`config.mk`:
```
export PLATFORM = sky130hd
export DESIGN_NAME = swire_vprog_rx
export DESIGN_NICKNAME = d
export VERILOG_FILES = /design/src/rtl/swv_pkg.sv /design/src/rtl/swv_bit_meter.sv /design/src/rtl/swv_low_timer.sv /design/src/rtl/swv_reg_bank.sv /design/src/rtl/swire_vprog_rx.sv
export SDC_FILE = /design/constraint.sdc
export NUM_CORES = 1
export LEC_CHECK = 0
export BUFFER_PORTS_ARGS = -buffer_cell sky130_fd_sc_hd__buf_4
export CAP_MARGIN = 20
export CORE_ASPECT_RATIO = 1.2
export CORE_UTILIZATION = 54
export CTS_CLUSTER_DIAMETER = 80
export DETAILED_ROUTE_END_ITERATION = 10
export PLACE_DENSITY = 0.75
export SYNTH_ARGS = -nofsm -noshare
export SYNTH_HDL_FRONTEND = slang
export SYNTH_HIERARCHICAL = 1
export SYNTH_SLANG_ARGS = --single-unit
```
`constraint.sdc`:
```
create_clock -name clk -period 2.55 [get_ports clk]
set_input_delay 0.255 -clock clk [delete_from_list [all_inputs] [get_ports clk]]
set_output_delay 0.255 -clock clk [all_outputs]
set_load 0.02 [all_outputs]
```
`src/rtl/swv_pkg.sv`:
```
package swv_pkg;
    typedef enum logic [1:0] {
        ST_IDLE = 2'd0,
        ST_RX   = 2'd1,
        ST_ACK  = 2'd2
    } rx_state_e;

    localparam int unsigned FRAME_BITS = 16;
    localparam int unsigned CODE_W     = 5;
    localparam int unsigned NUM_SLOTS  = 3;
endpackage

```
`src/rtl/swv_bit_meter.sv`:
```
module swv_bit_meter #(
    parameter int unsigned CNT_W = 10
) (
    input  logic clk,
    input  logic rst_n,
    input  logic restart_i,
    input  logic pin_i,
    output logic bit_o
);
    typedef struct packed {
        logic [CNT_W-1:0] lo;
        logic [CNT_W-1:0] hi;
    } meter_t;

    localparam logic [CNT_W-1:0] CNT_MAX = '1;

    meter_t m_d, m_q;

    always_comb begin
        m_d = m_q;
        if (restart_i) begin
            m_d.lo = CNT_W'(1);
            m_d.hi = '0;
        end else if (pin_i) begin
            if (m_q.hi != CNT_MAX) m_d.hi = m_q.hi + 1'b1;
        end else begin
            if (m_q.lo != CNT_MAX) m_d.lo = m_q.lo + 1'b1;
        end
    end

    always_ff @(posedge clk or negedge rst_n) begin
        if (!rst_n) m_q <= '0;
        else        m_q <= m_d;
    end

    // strictly longer high phase decodes as one; ties fall to zero
    assign bit_o = (m_q.hi > m_q.lo);
endmodule

```
`src/rtl/swv_low_timer.sv`:
```
module swv_low_timer #(
    parameter int unsigned TIMEOUT_CYC = 1000
) (
    input  logic clk,
    input  logic rst_n,
    input  logic pin_i,
    output logic expired_o
);
    localparam int unsigned RUN_W = $clog2(TIMEOUT_CYC + 1);
    localparam logic [RUN_W-1:0] LIMIT = RUN_W'(TIMEOUT_CYC - 1);

    logic [RUN_W-1:0] run_d, run_q;

    always_comb begin
        if (pin_i)              run_d = '0;
        else if (run_q < LIMIT) run_d = run_q + 1'b1;
        else                    run_d = run_q;
    end

    always_ff @(posedge clk or negedge rst_n) begin
        if (!rst_n) run_q <= '0;
        else        run_q <= run_d;
    end

    assign expired_o = !pin_i && (run_q >= LIMIT);
endmodule

```
`src/rtl/swv_reg_bank.sv`:
```
module swv_reg_bank
    import swv_pkg::*;
#(
    parameter int unsigned RST_C1_LO = 16,
    parameter int unsigned RST_C1_HI = 30,
    parameter int unsigned RST_C2    = 31
) (
    input  logic              clk,
    input  logic              rst_n,
    input  logic              we_i,
    input  logic [1:0]        sel_i,
    input  logic [CODE_W-1:0] code_i,
    output logic [CODE_W-1:0] c1_lo_o,
    output logic [CODE_W-1:0] c1_hi_o,
    output logic [CODE_W-1:0] c2_o
);
    localparam logic [NUM_SLOTS-1:0][CODE_W-1:0] RST_VALS = {
        CODE_W'(RST_C2), CODE_W'(RST_C1_HI), CODE_W'(RST_C1_LO)
    };

    logic [NUM_SLOTS-1:0][CODE_W-1:0] slot_d, slot_q;

    // select value 3 matches no slot and so writes nothing
    for (genvar g = 0; g < NUM_SLOTS; g++) begin : g_slot
        always_comb begin
            slot_d[g] = slot_q[g];
            if (we_i && (sel_i == 2'(g))) slot_d[g] = code_i;
        end

        always_ff @(posedge clk or negedge rst_n) begin
            if (!rst_n) slot_q[g] <= RST_VALS[g];
            else        slot_q[g] <= slot_d[g];
        end
    end

    assign c1_lo_o = slot_q[0];
    assign c1_hi_o = slot_q[1];
    assign c2_o    = slot_q[2];
endmodule

```
`src/rtl/swire_vprog_rx.sv`:
```
module swire_vprog_rx
    import swv_pkg::*;
#(
    parameter int unsigned TIMEOUT_CYC = 1000,
    parameter int unsigned ACK_CYC     = 64,
    parameter int unsigned CNT_W       = 10,
    parameter logic [7:0]  DEV_ADDR    = 8'h4E,
    parameter int unsigned RST_C1_LO   = 16,
    parameter int unsigned RST_C1_HI   = 30,
    parameter int unsigned RST_C2      = 31
) (
    input  logic       clk,
    input  logic       rst_n,
    input  logic       pin_i,
    input  logic       lvl_sel_i,
    output logic [4:0] c1_lo_o,
    output logic [4:0] c1_hi_o,
    output logic [4:0] c2_o,
    output logic [4:0] c1_act_o,
    output logic       pwm_force_o,
    output logic       ack_pull_o
);
    localparam int unsigned NB_W  = $clog2(FRAME_BITS + 1);
    localparam int unsigned ACK_W = $clog2(ACK_CYC);
    localparam logic [NB_W-1:0]  LAST_IDX = NB_W'(FRAME_BITS - 1);
    localparam logic [ACK_W-1:0] ACK_LAST = ACK_W'(ACK_CYC - 1);

    typedef struct packed {
        rx_state_e         st;
        logic [FRAME_BITS-2:0] sh;
        logic [NB_W-1:0]   nbits;
        logic [ACK_W-1:0]  ack_cnt;
        logic              pin_prev;
        logic              ps;
    } core_t;

    core_t c_d, c_q;

    logic fall;
    logic bit_val;
    logic tmo;
    logic we;
    logic [FRAME_BITS-1:0] word;

    assign fall = c_q.pin_prev & ~pin_i;
    assign word = {c_q.sh, bit_val};

    swv_bit_meter #(.CNT_W(CNT_W)) u_meter (
        .clk       (clk),
        .rst_n     (rst_n),
        .restart_i (fall),
        .pin_i     (pin_i),
        .bit_o     (bit_val)
    );

    swv_low_timer #(.TIMEOUT_CYC(TIMEOUT_CYC)) u_timer (
        .clk       (clk),
        .rst_n     (rst_n),
        .pin_i     (pin_i),
        .expired_o (tmo)
    );

    always_comb begin
        c_d          = c_q;
        c_d.pin_prev = pin_i;
        we           = 1'b0;
        unique case (c_q.st)
            ST_IDLE: begin
                if (fall) begin
                    c_d.st    = ST_RX;
                    c_d.nbits = '0;
                end
            end
            ST_RX: begin
                if (tmo) begin
                    c_d.st = ST_IDLE;
                end else if (fall) begin
                    c_d.sh    = word[FRAME_BITS-2:0];
                    c_d.nbits = c_q.nbits + 1'b1;
                    if (c_q.nbits == LAST_IDX) begin
                        c_d.nbits = '0;
                        c_d.st    = ST_IDLE;
                        if (word[15:8] == DEV_ADDR) begin
                            we = 1'b1;
                            if (word[7]) begin
                                c_d.st      = ST_ACK;
                                c_d.ack_cnt = '0;
                            end
                        end
                    end
                end
            end
            ST_ACK: begin
                if (c_q.ack_cnt == ACK_LAST) c_d.st = ST_IDLE;
                else                         c_d.ack_cnt = c_q.ack_cnt + 1'b1;
            end
            default: c_d.st = ST_IDLE;
        endcase
        if (pin_i)                           c_d.ps = 1'b0;
        else if (tmo && (c_q.st != ST_ACK))  c_d.ps = 1'b1;
    end

    always_ff @(posedge clk or negedge rst_n) begin
        if (!rst_n) begin
            c_q    <= '0;
            c_q.st <= ST_IDLE;
        end else begin
            c_q <= c_d;
        end
    end

    swv_reg_bank #(
        .RST_C1_LO (RST_C1_LO),
        .RST_C1_HI (RST_C1_HI),
        .RST_C2    (RST_C2)
    ) u_bank (
        .clk     (clk),
        .rst_n   (rst_n),
        .we_i    (we),
        .sel_i   (word[6:5]),
        .code_i  (word[4:0]),
        .c1_lo_o (c1_lo_o),
        .c1_hi_o (c1_hi_o),
        .c2_o    (c2_o)
    );

    assign c1_act_o    = lvl_sel_i ? c1_hi_o : c1_lo_o;
    assign pwm_force_o = pin_i | ~c_q.ps;
    assign ack_pull_o  = (c_q.st == ST_ACK);
endmodule

```
==> out/results.txt <==
H-tree depth - 3
Pint - 0.00227 W
Vias/cell - 5.88
Comb power frac - 18.2%
Required @ worst endpoint - 2.78 ns
Slew HR - 39.4%
IO Port Bufs - 25
worst setup margin - 0.164 ns
Clock power frac - 32.0%
Worst Path Arrival - 2.62 ns
Seq/Total Area, Yosys - 49.1%
Pleak - 1.92 nW
drt pass-1 iters - 4
Syn Nets - 358
wirelength, routed - 6870 µm
root buffer cell - clkbuf_8
critical path class - register to register
Reg clk slew, reported paths - 0.09 ns
Post-CTS Setup Bufs - 0
Synth area leader - dfrtp_1
post_cts resized - 0
Sw Ratio - 30.7%
drt drc - 0
critical path startpoint category - register
hpwl dp - 4840 µm
first-iteration detailed-routing DRC count - 118
type of the worst min-delay path - input pin to asynchronous set/reset pin
pin count of the biggest net entering global routing - 76
Hold Fails Final Rpt - 0
area share of the largest cell type after synthesis - 42.2%
post-route ant nets - 0
Syn Inst Count - 339
CTS tree - yes
number of diodes - 0
status - complete, no violations
Final setup viols - 0
Avg Inst Size Synth - 11.4 µm²
Area growth syn-to-layout - 13.5%
crit path max fanout - 5
Final period util - 93.6%
cts hold-fix bufs - 0
sequential share of power - 49.8%
list of most frequent post-synthesis cells - dfrtp_1, mux2_2, a21oi_1, nor2_1, nand2_1
initial antenna violation count - 0
post-synthesis register bit count - 75
minimum clock period - 2.39 ns
Die X - 79.1 µm
Cell variety after synth - 55
setup TNS - 0 ns
wire per inst - 14.9 µm
# Max-Cap Violations - 0
CTS max path bufs - 2
Switch Pwr - 0.00100 W
initial core utilization - 56.2%
worst slew pin tran - 0.909 ns
synthesized cell area - 3850 µm²
RSZ-0062 raised after global routing - false
Max VDD drop - 0.000639 V
Final Max Tran Viols - 0
Inst Count DP - 446
hold slack - 0.0204 ns
Worst-Skew Late Latency - 0.35 ns
pre-CTS setup slack - 0.172 ns
num ports - 26
CTS sink cnt - 75
Die Area - 7470 µm²
Final Skew - 0.0127 ns
synth top area cells - dfrtp_1, mux2_2, dfstp_2, ha_1, a21oi_1
Pwr Density - 749 nW/µm²
Num CTS Buffers - 9
element type at the critical path end - register
Critical Path, Cell by Cell - ha_1 -> and2_4 -> o311ai_4 -> nor2_1 -> nor2_2 -> and4_1 -> nor3b_4 -> mux2_2
Synth Warn # - 6
aggregate global-route resource usage - 19.9%
first-pass GRT wire length - 11700 µm
Final Instance Count excl. Fillers - 462
FMAX - 419 MHz
Die Height - 94.5 µm
EDFF count, synth - 0
CP peak stage delay - 0.41 ns
Top FF cell, synth - dfrtp_1
grt ovf - 0
fillers - 555
Core Area - 6850 µm²
Total Nets Final - 389
layout cells sized above 1 - 27.7%
most common cell in the netlist - dfrtp_1
crit path max-delay cell type - dfrtp_1
via count - 2715
async set or reset register ratio after synthesis - 100%
Final GP Congestion - 0.808
Row Count - 33
vias in the first global route - 2616
R2R Setup Slk - 0.16 ns
Final Util - 63.7%
-- cells in the final DEF (no fill, tap or decap), drive strengths merged, types with 13 or more instances in the layout --
master  Yosys  final
dfrtp      65     65
mux2       35     35
buf         6     29
a21oi      22     22
nor2       22     22
nand2      18     18
inv        15     18
ha         15     15
nand3      13     13
-- flip-flops by register name (all words and copies together) (netlist names) --
register,cells
u_timer/run_q,10
u_bank/c1_hi_o,5
u_bank/c2_o,5
c_q,30
u_bank/c1_lo_o,5
u_meter/m_q,20
-- stage by stage --
step,power [W],cell area (µm²)
after floorplan,0.00206,3850
after global placement,0.00221,4140
after detailed placement,0.00226,4140
after CTS,0.00331,4370
after global routing,0.00348,4370
final,0.00327,4370
-- critical path: cells and delay by family, from the launching register on --
family	cells	cell delay (ns)
fa+ha+maj	1	0.24
compound gates	1	0.23
simple gates	5	1.02
flops	1	0.41
mux	1	0.38
-- layout make-up --
class                           count  area (µm²)  share of cell area, %
Inverter                           15        56.3                   1.29
Clock buffer                        9         124                   2.84
Tap cell                           87         109                   2.49
Multi-Input combinational cell    240        1860                   42.7
Clock inverter                      7         109                   2.49
Sequential cell                    75        1890                   43.3
Timing Repair Buffer               29         218                   4.98
-- path summary, 6_finish.rpt --
kind,cells after the start,end,start
setup / recovery,8,u_bank/c1_lo_o[1]$_DFFE_PN0P_,u_timer/run_q[0]$_DFFE_PN0P_
hold / removal,1,u_meter/m_q[7]$_DFFE_PN0P_,rst_n
setup reg to reg,8,u_bank/c1_lo_o[1]$_DFFE_PN0P_,u_timer/run_q[0]$_DFFE_PN0P_
hold reg to reg,1,c_q[7]$_DFFE_PN0P_,c_q[7]$_DFFE_PN0P_
max in group asynchronous,1,c_q[10]$_DFFE_PN0P_,rst_n
min in group clk,1,c_q[1]$_DFF_PN0_,pin_i
-- power groups by stage --
| stage | combinational [W] | sequential [W] | clock [W] |
|---|---|---|---|
| 2_1_floorplan | 0.000478 | 0.00159 | 0 |
| 3_3_place_gp | 0.000570 | 0.00164 | 0 |
| 3_5_place_dp | 0.000608 | 0.00165 | 0 |
| 4_1_cts | 0.000607 | 0.00163 | 0.00107 |
| 5_1_grt | 0.000687 | 0.00167 | 0.00113 |
| 6_report | 0.000596 | 0.00163 | 0.00105 |
-- metal layers --
metal	up-vias	part of all wire, %	GRT usage [%]
li1	1331	-	-
met1	1333	47	24.8
met2	43	49	34.3
met3	8	2.9	4.06
met4	0	1.4	6.97
met5	-	0	0
-- cell families (layout without fill, tap and decap cells) --
| kind of cell | after synthesis | count (layout) | synth area share (%) |
|---|---|---|---|
| and+or+nand+nor | 104 | 104 | 16.3 |
| DFF | 75 | 75 | 49.1 |
| AOI/OAI and AO/OA | 72 | 72 | 13.5 |
| muxes | 42 | 42 | 12.1 |
| buffers and inverters | 24 | 60 | 2.60 |
| adders and majority gates | 15 | 15 | 4.87 |
| xor gates and xnor gates | 7 | 7 | 1.59 |
Power figures use the tool's default switching activity.
